==> src/rtl/tfcw_pkg.sv <==
package tfcw_pkg;
  typedef enum logic [1:0] {SEQ_IDLE, SEQ_ONE, SEQ_TWO, SEQ_OPEN} seq_state_e;

  localparam int unsigned OFS_PROBE = 1;
  localparam int unsigned OFS_KEY   = 2;
  localparam int unsigned OFS_CTRL  = 3;
  localparam int unsigned OFS_STRAP = 5;
  localparam int unsigned OFS_MISC  = 6;
  localparam int unsigned OFS_LAST  = 6;
  localparam int unsigned N_TIMING  = 2;

  localparam logic [7:0] KEY_OPEN  = 8'h03;
  localparam logic [7:0] KEY_CLOSE = 8'h83;
  localparam logic [7:0] CTRL_ON   = 8'h95;
  localparam logic [7:0] CTRL_OFF  = 8'h11;
  localparam logic [7:0] MISC_MASK = 8'h7F;
  localparam logic [7:0] TIM_SLOW  = 8'hFF;
endpackage

==> src/rtl/tfcw_rst_sync.sv <==
module tfcw_rst_sync (
  input  logic clk,
  input  logic rst_n,
  output logic rst_q_n
);
  logic [1:0] sync_q;

  always_ff @(posedge clk or negedge rst_n) begin
    if (!rst_n) sync_q <= 2'b00;
    else        sync_q <= {sync_q[0], 1'b1};
  end

  assign rst_q_n = sync_q[1];
endmodule

==> src/rtl/tfcw_unlock_fsm.sv <==
module tfcw_unlock_fsm
  import tfcw_pkg::*;
#(
  parameter int unsigned ADDR_W = 3
) (
  input  logic              clk,
  input  logic              rst_n,
  input  logic              acc_rd,
  input  logic              acc_wr,
  input  logic              acc_wide,
  input  logic [ADDR_W-1:0] acc_addr,
  input  logic [7:0]        acc_byte,
  output logic              open_o
);
  seq_state_e state_q, state_d;
  logic       probe_hit, key_byte_wr, open_key, close_key;

  assign probe_hit   = acc_rd && acc_wide && (acc_addr == ADDR_W'(OFS_PROBE));
  assign key_byte_wr = acc_wr && !acc_wide && (acc_addr == ADDR_W'(OFS_KEY));
  assign open_key    = key_byte_wr && (acc_byte == KEY_OPEN);
  assign close_key   = key_byte_wr && (acc_byte == KEY_CLOSE);

  always_comb begin
    state_d = state_q;
    unique case (state_q)
      SEQ_OPEN: if (close_key) state_d = SEQ_IDLE;
      default: begin
        if (acc_rd || acc_wr) begin
          if (probe_hit)
            state_d = (state_q == SEQ_IDLE) ? SEQ_ONE : SEQ_TWO;
          else if (state_q == SEQ_TWO && open_key)
            state_d = SEQ_OPEN;
          else
            state_d = SEQ_IDLE;
        end
      end
    endcase
  end

  always_ff @(posedge clk or negedge rst_n) begin
    if (!rst_n) state_q <= SEQ_IDLE;
    else        state_q <= state_d;
  end

  assign open_o = (state_q == SEQ_OPEN);
endmodule

==> src/rtl/tfcw_cfg_bank.sv <==
module tfcw_cfg_bank
  import tfcw_pkg::*;
#(
  parameter int unsigned ADDR_W = 3
) (
  input  logic              clk,
  input  logic              rst_n,
  input  logic              wr_en,
  input  logic [ADDR_W-1:0] addr,
  input  logic [7:0]        wbyte,
  input  logic              strap_slow,
  output logic [7:0]        rbyte,
  output logic [7:0]        rd_tim,
  output logic [7:0]        wr_tim,
  output logic              ctl_on,
  output logic [6:0]        misc
);
  logic [7:0] tim_q [N_TIMING];
  logic       ctl_q, ctl_d, ctl_en;
  logic [6:0] misc_q, misc_d;
  logic       misc_en;

  for (genvar g = 0; g < N_TIMING; g++) begin : g_tim
    logic tim_en;
    assign tim_en = wr_en && (addr == ADDR_W'(g));
    always_ff @(posedge clk or negedge rst_n) begin
      if (!rst_n)      tim_q[g] <= TIM_SLOW;
      else if (tim_en) tim_q[g] <= wbyte;
    end
  end

  always_comb begin
    ctl_en = wr_en && (addr == ADDR_W'(OFS_CTRL)) &&
             (wbyte == CTRL_ON || wbyte == CTRL_OFF);
    ctl_d  = (wbyte == CTRL_ON);
    misc_en = wr_en && (addr == ADDR_W'(OFS_MISC));
    misc_d  = wbyte[6:0] & MISC_MASK[6:0];
  end

  always_ff @(posedge clk or negedge rst_n) begin
    if (!rst_n) begin
      ctl_q  <= 1'b0;
      misc_q <= '0;
    end else begin
      if (ctl_en)  ctl_q  <= ctl_d;
      if (misc_en) misc_q <= misc_d;
    end
  end

  always_comb begin
    rbyte = 8'h00;
    if (addr == ADDR_W'(0))              rbyte = tim_q[0];
    else if (addr == ADDR_W'(1))         rbyte = tim_q[1];
    else if (addr == ADDR_W'(OFS_CTRL))  rbyte = ctl_q ? CTRL_ON : CTRL_OFF;
    else if (addr == ADDR_W'(OFS_STRAP)) rbyte = {7'd0, strap_slow};
    else if (addr == ADDR_W'(OFS_MISC))  rbyte = {1'b0, misc_q};
  end

  assign rd_tim = tim_q[0];
  assign wr_tim = tim_q[1];
  assign ctl_on = ctl_q;
  assign misc   = misc_q;
endmodule

==> src/rtl/tfcw_window.sv <==
module tfcw_window
  import tfcw_pkg::*;
#(
  parameter int unsigned ADDR_W = 3,
  parameter int unsigned DATA_W = 16
) (
  input  logic              clk,
  input  logic              rst_n,
  input  logic [ADDR_W-1:0] host_addr,
  input  logic              host_wide,
  input  logic              host_rd,
  input  logic              host_wr,
  input  logic [DATA_W-1:0] host_wdata,
  output logic [DATA_W-1:0] host_rdata,
  output logic [ADDR_W-1:0] tf_addr,
  output logic              tf_wide,
  output logic              tf_rd,
  output logic              tf_wr,
  output logic [DATA_W-1:0] tf_wdata,
  input  logic [DATA_W-1:0] tf_rdata,
  input  logic              strap_slow,
  output logic              bank_open,
  output logic [3:0]        rd_recovery,
  output logic [3:0]        rd_pulse,
  output logic [3:0]        wr_recovery,
  output logic [3:0]        wr_pulse,
  output logic              ctl_enabled,
  output logic              drive_sel,
  output logic [2:0]        cmd_delay,
  output logic [1:0]        addr_setup,
  output logic              prefetch_en
);
  localparam int unsigned PAD_W = DATA_W - 8;

  logic       rst_q_n;
  logic       open_w, bank_hit, bank_wr;
  logic [7:0] bank_rbyte, rd_tim, wr_tim;
  logic [6:0] misc;

  tfcw_rst_sync i_rst (.clk(clk), .rst_n(rst_n), .rst_q_n(rst_q_n));

  tfcw_unlock_fsm #(.ADDR_W(ADDR_W)) i_fsm (
    .clk(clk), .rst_n(rst_q_n), .acc_rd(host_rd), .acc_wr(host_wr),
    .acc_wide(host_wide), .acc_addr(host_addr), .acc_byte(host_wdata[7:0]),
    .open_o(open_w)
  );

  always_comb begin
    bank_hit = open_w && (host_addr <= ADDR_W'(OFS_LAST)) &&
               (host_addr != ADDR_W'(OFS_KEY));
    bank_wr  = bank_hit && host_wr;
  end

  tfcw_cfg_bank #(.ADDR_W(ADDR_W)) i_bank (
    .clk(clk), .rst_n(rst_q_n), .wr_en(bank_wr), .addr(host_addr),
    .wbyte(host_wdata[7:0]), .strap_slow(strap_slow), .rbyte(bank_rbyte),
    .rd_tim(rd_tim), .wr_tim(wr_tim), .ctl_on(ctl_enabled), .misc(misc)
  );

  assign tf_addr    = host_addr;
  assign tf_wide    = host_wide;
  assign tf_wdata   = host_wdata;
  assign tf_rd      = host_rd && !bank_hit;
  assign tf_wr      = host_wr && !bank_hit;
  assign host_rdata = bank_hit ? {{PAD_W{1'b0}}, bank_rbyte} : tf_rdata;

  assign bank_open   = open_w;
  assign rd_recovery = rd_tim[3:0];
  assign rd_pulse    = rd_tim[7:4];
  assign wr_recovery = wr_tim[3:0];
  assign wr_pulse    = wr_tim[7:4];
  assign drive_sel   = misc[0];
  assign cmd_delay   = misc[3:1];
  assign addr_setup  = misc[5:4];
  assign prefetch_en = misc[6];
endmodule

==> config.mk <==
export PLATFORM = sky130hd
export DESIGN_NAME = tfcw_window
export DESIGN_NICKNAME = d
export VERILOG_FILES = /design/src/rtl/tfcw_pkg.sv /design/src/rtl/tfcw_rst_sync.sv /design/src/rtl/tfcw_unlock_fsm.sv /design/src/rtl/tfcw_cfg_bank.sv /design/src/rtl/tfcw_window.sv
export SDC_FILE = /design/constraint.sdc
export NUM_CORES = 1
export LEC_CHECK = 0
export BUFFER_PORTS_ARGS = -buffer_cell sky130_fd_sc_hd__buf_4
export CORE_ASPECT_RATIO = 0.7
export CORE_MARGIN = 10
export CORE_UTILIZATION = 47
export DETAILED_ROUTE_END_ITERATION = 16
export PLACE_DENSITY_LB_ADDON = 0.2
export SYNTH_ARGS = -nofsm -noshare
export SYNTH_HDL_FRONTEND = slang
export SYNTH_SLANG_ARGS = --single-unit
==> constraint.sdc <==
create_clock -name clk -period 3.01 [get_ports clk]
set_clock_uncertainty 0.05 [all_clocks]
set_input_delay 0.301 -clock clk [delete_from_list [all_inputs] [get_ports clk]]
set_output_delay 0.301 -clock clk [all_outputs]
set_load 0.01 [all_outputs]
==> flow_metrics.py, run 1 <==
metrics = {
    "outcome": {
        "status": "finished clean",
    },
    "cells_and_area": {
        "drive_gt1_share_pct": 62.66,
        "fin_util_pct": 66.60,
        "antenna_cells": 0,
        "final_area_sq_mm": 0.002415,
        "instances_no_fill": 283,
        "nets": 275,
        "area_growth_pct": 33.20,
    },
    "route": {
        "drt-wirelength-per-cell_microns": 18.59,
        "drt-initial-drc-count": 96,
        "ant_nets": 0,
        "wl_mm": 5.261,
        "firstDrtPassIters": 4,
        "route.detailed.drc": 0,
        "viasPerCell": 5.424,
        "vias": 1535,
    },
    "critical_path": {
        "worstPathMaxFanout": 17,
        "crit_type": "reg -> out",
        "r2r_cells": 3,
        "cp.required_ps": 2660,
        "critPathLaunchType": "flop",
        "crit_path_end_kind": "output pin",
        "worstPathArrival_ps": 1930,
    },
    "placed_design": {
        "dp_hpwl_mm": 4.096,
        "placed_area_sq_mm": 0.002333,
        "dp_cells": 278,
        "port_buffers": 87,
        "routabilityCongestion": 0.8276,
    },
    "floorplan": {
        "io_pins": 104,
        "rows": 18,
        "initial_core_util_pct": 50.00,
        "core-area_sq_mm": 0.003626,
        "die-height_microns": 71.97,
        "dieArea_sq_mm": 0.006782,
        "fp.dieW_microns": 94.24,
    },
    "synthesis": {
        "yosysWarnings": 0,
        "synth_top_cell_by_area": "dfstp_2",
        "synth_cells": 167,
        "syn-num-nets": 208,
        "synth_top_area_share_pct": 23.19,
        "yosysSeqAreaShare_pct": 39.75,
        "synth_edf_count": 0,
        "synth_ff_type": "dfstp_2",
        "synth-seq-cells": 28,
        "synthDistinctLibCells": 44,
        "netlist_area_sq_mm": 0.001813,
        "synth.avg_cell_area_sq_um": 10.86,
        "async_flop_share_pct": 100.0,
        "synthTopCellsByArea": "dfstp_2 23%, mux2_2 17%, dfrtp_1 17%",
    },
    "clock_tree": {
        "cts_sinks": 28,
        "clk_latency_ps": 280,
        "clk_pin_slew_ps": 100,
        "cts-root-buf": "clkbuf_8",
        "cts_made_buffers": 3,
        "cts_buffer_depth": 2,
        "htreeDepth": 1,
        "cts_tree": "done",
        "postCtsSetupBuffers": 0,
    },
    "timing": {
        "rsz0062_at_grt": "no",
        "worstMarginPinSlew_ps": 1067,
        "max_slew_margin_pct": 28.86,
        "finalHoldViolCount": 0,
        "max_clock_freq_ghz": 0.4387,
        "final-setup-viol-count": 0,
        "period_minus_slack_ps": 2279,
        "finalCritPeriodShare_pct": 75.72,
        "tns_ps": 0,
        "drv_slew": 0,
    },
    "grt": {
        "grt_pass1_wl_mm": 8.079,
        "grt_use_total_pct": 14.71,
        "grt_max_degree": 27,
        "grt_overflow": 0,
        "grt_pass1_vias": 1454,
        "antenna_found_initial": 0,
    },
    "power": {
        "ir_drop_mv": 0.3258,
        "finalPower_uw": 815.7,
        "powerDensity_mw_per_mm2": 337.8,
        "p_leak_uw": 0.001171,
    },
    "worst_hold_path": {
        "min_path_type": "in -> reg",
        "hold_depth": 2,
    },
    "job": {
        "cap_viol_max_count": 0,
    },
}
-- cells in the final DEF (no fill, tap or decap), drive strengths merged, types with 2 or more instances in the layout --
cell type  netlist  routed
buf             27      88
mux2            28      28
dfstp           16      16
dfrtp           12      12
nor2b           11      11
nor2            10      10
a21oi            7       7
o21ai            6       6
a22oi            6       6
nand2            6       6
inv              4       4
clkbuf           0       3
nand3            3       3
nor3             3       3
mux2i            2       2
nand3b           2       2
a31oi            2       2
nand4            2       2
-- what timing repair did --
item / CTS / global route
hold buffers: 1 / 0
hold endpoints to repair: 2 / 0
gates resized for setup: 0 / 0
-- final timing paths --
check | slack (ps) | from | endpoint
worst max-delay path | 730 | i_fsm.state_q[0] | host_rdata[5]
worst min-delay path | 180 | host_wdata[7] | i_fsm.state_q[1]
worst max register to register | 1330 | i_fsm.state_q[0] | i_bank.misc[3]
worst min register to register | 310 | i_rst.sync_q[0] | i_rst.sync_q[1]
max in group asynchronous | 1870 | i_rst.sync_q[1] | i_bank.misc[6]
min in group asynchronous | 270 | rst_n | i_rst.sync_q[0]
-- synth_stat cells (2+ instances only) --
cell      instances
mux2_2           27
buf_4            22
dfstp_2          16
dfrtp_1          12
nor2b_1          11
nor2_1            9
a21oi_1           7
a22oi_1           6
o21ai_0           6
inv_1             4
nand2_1           4
buf_2             3
a31oi_1           2
buf_6             2
mux2i_1           2
nand2_4           2
nand3_1           2
nand3b_1          2
nand4_1           2
nor3_4            2
-- critical path, stage by stage (launching register included) --
cell	delay, ps
dfrtp_1	520
and2_2	210
a21boi_4	300
buf_4	290
nor2_1	60
a21oi_1	130
buf_4	140
-- cell type report --
| type | instances | area, sq um |
|---|---|---|
| clock buffer | 3 | 41.29 |
| clock inverter | 1 | 30.03 |
| fill | 293 | 1211 |
| inverter | 4 | 15.01 |
| multi-input combinational | 108 | 874.6 |
| sequential | 28 | 720.7 |
| tap | 50 | 62.56 |
| timing repair buffer | 89 | 670.6 |
-- kinds of logic after synthesis --
family | after synthesis | share of synthesized area (%)
AND/OR/NAND/NOR | 44 | 16.42
AO/OA/AOI/OAI | 32 | 12.42
buffers and inverters | 31 | 12.01
multiplexers | 30 | 18.70
flip-flops | 28 | 39.75
XOR/XNOR | 1 | 0.4832
other | 1 | 0.2068
-- stage by stage --
stage / hold slack (ps) / worst slack (ps)
detailed placement: 34.04 / 1052
CTS: 176.8 / 741.0
global route: 184.4 / 567.6
floorplan: -44.59 / 1336
finish: 182.8 / 730.8
global placement: 34.28 / 1097
-- power breakdown --
part	internal [uW]	leakage, uW	switching (uW)
logic	68.0	0.000808	62.7
clock network	178	0.0000357	119
registers	379	0.000328	8.17
total	626	0.00117	190
-- sequential cells by signal (all words and copies together) (netlist names) --
signal / flops
i_rst.sync_q: 2
i_bank.wr_tim: 8
i_bank.rd_tim: 8
i_fsm.state_q: 2
i_bank.misc: 7
i_bank.ctl_on: 1
-- routing by layer --
metal | vias up | part of all wire (%) | routed length, microns | GRT usage, %
met3 | 11 | 12 | 656 | 5.858
met4 | 0 | 1.2 | 64 | 3.866
met2 | 84 | 43 | 2246 | 21.58
li1 | 711 | - | - | -
met5 | - | 0 | 0 | 0
met1 | 729 | 44 | 2293 | 19.54
Power figures use the tool's default switching activity.
==> inputs of run 2 (changes only) <==
ABC_AREA = 1   (was default)
CORE_UTILIZATION = 40   (was 47)
clock period = 1.9 ns   (was 3.01 ns; I/O delays follow)
==> run 2 against run 1 <==
Hold slack got worse by 43 ps. Register-to-register slack worse by 1100 ps. Combinational power is 73% higher. Utilization down 9.1 points. Critical path depth up 2. Power is 60% higher. Synthesized cell count up 58%. Wire length is 15% higher.
==> flow_metrics.py, run 2 <==
metrics = {
    "critical_path": {
        "worstPathMaxFanout": 7,
        "worstPathArrival_ps": 1520,
        "critPathLaunchType": "flop",
        "crit_type": "reg -> out",
        "cp.required_ps": 1660,
        "crit_path_end_kind": "output pin",
    },
    "power": {
        "pwr-share-clk_pct": 36.4,
        "p_comb_share_pct": 17.4,
        "powerDensity_mw_per_mm2": 511.1,
        "p_leak_uw": 0.001344,
        "intPower_uw": 987.6,
        "ir_drop_mv": 0.3436,
        "p_sw_share_pct": 24.19,
        "pwr-share-seq_pct": 46.2,
        "p_sw_uw": 315.0,
    },
    "floorplan": {
        "initial_core_util_pct": 42.43,
        "rows": 20,
        "die-height_microns": 77.35,
        "core-area_sq_mm": 0.004429,
        "io_pins": 104,
        "dieArea_sq_mm": 0.007883,
        "fp.dieW_microns": 101.9,
    },
    "cells_and_area": {
        "antenna_cells": 0,
        "final_cell_mix": "95 x buf_4, 79 x nand2_1, 32 x nor2_1, 29 x inv_1, 17 x nand3_1",
        "drive_gt1_share_pct": 42.01,
        "fin_util_pct": 57.54,
        "nets": 380,
        "mostFrequentLayoutCell": "buf_4",
        "area_growth_pct": 35.62,
    },
    "grt": {
        "antenna_found_initial": 0,
        "grt_overflow": 0,
        "grt_pass1_vias": 1870,
        "grt_max_degree": 27,
        "grt_pass1_wl_mm": 9.563,
        "grt_use_total_pct": 14.59,
    },
    "placed_design": {
        "port_buffers": 87,
        "routabilityCongestion": 0.7773,
        "dp_hpwl_mm": 4.847,
        "place_ws_ps": 199.9,
    },
    "synthesis": {
        "yosysSeqAreaShare_pct": 38.35,
        "yosysMostFrequentCell": "nand2_1",
        "yosys-top-cells-count": "79 x nand2_1, 32 x nor2_1, 29 x inv_1",
        "synthTopCellsByArea": "dfstp_2 22%, dfrtp_1 16%, nand2_1 16%",
        "yosysWarnings": 0,
        "synth_top_area_share_pct": 22.37,
        "synth_ff_type": "dfstp_2",
        "synth_top_cell_by_area": "dfstp_2",
        "synth_cells": 264,
        "netlist_area_sq_mm": 0.001879,
        "synth-seq-cells": 28,
        "synth.avg_cell_area_sq_um": 7.119,
        "syn-num-nets": 305,
        "synth_edf_count": 0,
        "async_flop_share_pct": 100.0,
        "synthDistinctLibCells": 21,
    },
    "clock_tree": {
        "clk_pin_slew_ps": 100,
        "htreeDepth": 1,
        "cts_buffer_depth": 2,
        "cts_made_buffers": 3,
        "cts_sinks": 28,
        "cts_tree": "done",
        "clk_latency_ps": 280,
        "cts-root-buf": "clkbuf_8",
    },
    "outcome": {
        "status": "finished clean",
    },
    "timing": {
        "period_minus_slack_ps": 1758,
        "drv_slew": 0,
        "fin_ws_ps": 141.7,
        "final-setup-viol-count": 0,
        "finalCritPeriodShare_pct": 92.54,
        "max_clock_freq_ghz": 0.5687,
        "finalHoldViolCount": 0,
    },
    "route": {
        "firstDrtPassIters": 4,
        "ant_nets": 0,
        "wl_mm": 6.025,
        "viasPerCell": 4.753,
        "drt-wirelength-per-cell_microns": 15.33,
        "route.detailed.drc": 0,
        "drt-initial-drc-count": 106,
        "vias": 1868,
    },
    "job": {
        "cap_viol_max_count": 0,
    },
    "worst_hold_path": {
        "min_path_type": "in -> reg",
    },
}
-- run 2: cell types whose count changed after synthesis, sizes merged, moves of 3 or more --
cell / previous run / this run
inv: 4 / 33
nor3: 3 / 0
o21ai: 6 / 26
a21oi: 7 / 2
nor2b: 11 / 0
nand3: 3 / 23
nor2: 10 / 35
nand2: 6 / 85
mux2: 28 / 0
a22oi: 6 / 0
-- run 2: layout make-up --
| cell class | instances | area (sq um) |
|---|---|---|
| Timing Repair Buffer | 96 | 723.2 |
| Multi-Input combinational cell | 176 | 835.8 |
| Sequential cell | 28 | 720.7 |
| Inverter | 34 | 128.9 |
| Clock inverter | 1 | 30.03 |
| Fill cell | 454 | 1881 |
| Tap cell | 55 | 68.82 |
| Clock buffer | 3 | 41.29 |
-- run 2: kinds of logic (layout without fill, tap and decap cells) --
group                  after synthesis  in the layout  synth area share (%)
AO/OA/AOI/OAI                       28             28                 8.855
buffers and inverters               60            134                 17.44
flip-flops                          28             28                 38.35
other                                1              1                0.1995
AND/OR/NAND/NOR                    147            147                 35.15
-- run 2: final timing paths --
check	from	to	slack, ps	cells after the start
setup / recovery	i_fsm.state_q[0]	host_rdata[1]	140	8
min in group asynchronous	rst_n	i_rst.sync_q[0]	170	2
max in group asynchronous	i_rst.sync_q[1]	i_bank.wr_tim[4]	1300	1
hold / removal	host_wdata[7]	i_bank.wr_tim[7]	140	3
hold reg to reg	i_rst.sync_q[1]	i_fsm.state_q[1]	190	1
setup reg to reg	i_fsm.state_q[0]	i_bank.misc[6]	210	9
-- run 2: metal layers --
metal	up-vias	track usage [%]	routed length [microns]
met5	-	0	0
met4	0	1.264	0
met3	0	5.310	584
met2	66	24.15	2798
met1	853	18.42	2642
li1	949	-	-
-- run 2: power groups by stage --
stage / sequential (uW) / clock (uW) / combinational (uW)
after global placement: 611 / 0 / 225
final: 602 / 474 / 227
after detailed placement: 612 / 0 / 226
after global routing: 602 / 501 / 250
after floorplan: 619 / 0 / 117
after CTS: 602 / 473 / 228
-- run 2: stage by stage --
stage / std cells / setup TNS (ps) / cell area, sq um / hold slack, ps / power, uW
finish: 393 / 0 / 2549 / 139.6 / 1303
global route: 393 / -1.046 / 2549 / 165.4 / 1353
CTS: 391 / 0 / 2529 / 141.0 / 1303
detailed placement: 382 / 0 / 2417 / -76.57 / 838.0
global placement: 382 / 0 / 2417 / -76.59 / 836.3
floorplan: 264 / 0 / 1879 / -155.6 / 735.5
-- run 2: critical path: stages (launching register included) --
cell and delay, ps:
dfrtp_1 410, nand2_2 100, clkinv_2 90, nand2_2 70, nor2_4 160, buf_4 180, nand2_1 60, nand2_1 50
buf_4 110
-- run 2: repair_timing --
action                     in CTS  in global routing
gates resized for setup         0                  1
hold endpoints to repair        2                  0
pin swaps                       1                  0
setup buffers                   4                  2
hold buffers                    1                  0
setup endpoints to repair      11                  3
==> inputs of run 3 (changes only) <==
CELL_PAD_IN_SITES_DETAIL_PLACEMENT = 0   (was default)
CELL_PAD_IN_SITES_GLOBAL_PLACEMENT = 1   (was default)
CORE_UTILIZATION = 28   (was 40)
CTS_BUF_LIST = sky130_fd_sc_hd__clkbuf_8   (was default)
==> run 3 against run 2 <==
Cell count up 7.9%. Combinational power about the same. Setup slack worse by 9.4 ps. Power shrank 11%. Cell area decreased by 0.59%. First-iteration DRC count is 33% lower. Sequential share of layout area increased by 0.17 points. Largest power group unchanged.
==> flow_metrics.py, run 3 (synthesized netlist as in run 2, its figures left out) <==
metrics = {
    "timing": {
        "finalHoldViolCount": 0,
        "finalCritPeriodShare_pct": 93.04,
        "drv_slew": 0,
        "period_minus_slack_ps": 1768,
        "rsz0062_at_grt": "no",
        "fin_ws_ps": 132.3,
        "final-setup-viol-count": 0,
        "tns_ps": 0,
        "max_clock_freq_ghz": 0.5657,
    },
    "critical_path": {
        "regToRegSetupSlack_ps": 240,
        "crit_path_cell_trace": "nand2_2 -> clkinv_2 -> nand2_2 -> nor2_4 -> buf_4 -> nor2_1 -> nor2_1 -> buf_4",
        "worstReg2RegEnd": "i_bank.rd_tim[3]",
        "worstPathMaxFanout": 6,
        "critPathTopFamily": "simple AND/OR/NAND/NOR gates",
        "cp.required_ps": 1660,
        "critPathLaunchType": "flop",
        "path_buf_inv": 3,
        "r2r_start": "i_fsm.state_q[0]",
        "crit_path_end_kind": "output pin",
        "crit_type": "reg -> out",
        "r2r_cells": 7,
        "cpMaxStageDelayCell": "dfrtp_1",
        "max_stage_delay_ps": 410,
        "worstPathArrival_ps": 1530,
    },
    "cells_and_area": {
        "mostFrequentLayoutCell": "buf_4",
        "antenna_cells": 0,
        "multi_input_area_sq_um": 835.8,
        "final_cell_mix": "91 x buf_4, 79 x nand2_1, 32 x nor2_1, 29 x inv_1, 17 x nand3_1",
        "nets": 376,
        "regArea_sq_um": 720.7,
        "n_fill_cell": 716,
        "area_growth_pct": 34.82,
        "drive_gt1_share_pct": 41.14,
    },
    "grt": {
        "grt_overflow": 0,
        "grt_pass1_wl_mm": 9.653,
        "grt_use_total_pct": 11.39,
        "grt_max_degree": 27,
        "antenna_found_initial": 0,
        "grt_pass1_vias": 1720,
    },
    "floorplan": {
        "io_pins": 104,
        "initial_core_util_pct": 29.52,
        "fp.dieW_microns": 117.9,
        "die-height_microns": 88.55,
        "rows": 24,
        "core-area_sq_mm": 0.006366,
        "dieArea_sq_mm": 0.01044,
    },
    "route": {
        "route.detailed.drc": 0,
        "firstDrtPassIters": 4,
        "ant_nets": 0,
        "vias": 1796,
        "drt-wirelength-per-cell_microns": 14.64,
        "drt-initial-drc-count": 71,
        "wl_mm": 6.206,
        "viasPerCell": 4.236,
    },
    "outcome": {
        "status": "finished clean",
    },
    "clock_tree": {
        "htreeDepth": 1,
        "clk_latency_ps": 270,
        "cts_made_buffers": 3,
        "cts_sinks": 28,
        "cts-root-buf": "clkbuf_8",
        "cts_buffer_depth": 2,
        "clk_pin_slew_ps": 90,
        "cts_tree": "done",
    },
    "job": {
        "cap_viol_max_count": 0,
    },
    "worst_hold_path": {
        "holdCritStartpoint": "host_wdata[7]",
        "hold_depth": 3,
        "min_path_type": "in -> reg",
        "whs_endpoint": "i_bank.wr_tim[7]",
    },
    "placed_design": {
        "routabilityCongestion": 0.7340,
        "port_buffers": 87,
        "place_ws_ps": 206.8,
        "dp_hpwl_mm": 5.085,
    },
    "power": {
        "powerDensity_mw_per_mm2": 455.8,
        "p_leak_uw": 0.001307,
        "ir_drop_mv": 0.3131,
        "finalPower_uw": 1155,
    },
}
==> run 3: cell count changes in the layout (fill, tap and decap cells not counted) <==
cell,change
buf_4,-4
bufinv_16,-1
==> run 3: how the worst max path moves through the flow <==
stage | from | slack [ps] | endpoint | cells past startpoint
CTS | i_fsm.state_q[0] | 7 | tf_rd | 7
global route | i_fsm.state_q[0] | 20 | host_rdata[4] | 8
floorplan | i_fsm.state_q[0] | 470 | host_rdata[10] | 7
global placement | i_fsm.state_q[1] | 290 | i_bank.rd_tim[0] | 6
finish | i_fsm.state_q[0] | 130 | host_rdata[4] | 8
detailed placement | i_fsm.state_q[0] | 210 | i_bank.rd_tim[3] | 6
==> run 3: what timing repair did <==
action                                 CTS  global route
resized for setup                        0             1
setup endpoints to repair               10            14
hold buffers                             1             0
pin swaps                                1             1
endpoints found under the hold margin    2             0
setup buffers                            0             2
cloned                                   0             0
==> run 3: cell type report <==
class | instances | area share (%)
Clock buffer | 3 | 1.630
Inverter | 34 | 5.086
Multi-Input combinational cell | 176 | 32.99
Sequential cell | 28 | 28.44
Tap cell | 91 | 4.494
Timing Repair Buffer | 92 | 27.36
==> run 3: worst min-delay path, cell delays in order <==
cell and delay (ps):
buf_4 120, inv_1 80, o21ai_1 70
==> run 3: where the power goes <==
part / total, uW / internal (uW) / switching (uW)
combinational: 227 / 105 / 122
sequential: 601 / 600 / 1.14
clock: 326 / 142 / 184
total: 1150 / 848 / 307
==> run 3: layer usage <==
layer	routed length [microns]	global-route usage [%]	part of all wire, %	vias up
li1	-	-	-	941
met1	3287	17.15	53	792
met2	2569	16.34	41	61
met3	331	2.672	5.3	2
met4	17	1.119	0.27	0
met5	0	0	0	-
==> run 3: through the flow <==
stage / area [sq um] / hold WS (ps) / utilization [%] / std cells
6_report: 2534 / 139.6 / 39.80 / 424
3_5_place_dp: 2462 / -75.97 / 38.68 / 418
4_1_cts: 2514 / 141.8 / 39.49 / 422
3_3_place_gp: 2462 / -77.12 / 38.68 / 418
5_1_grt: 2534 / 158.4 / 39.80 / 424
2_1_floorplan: 1879 / -155.6 / - / 264
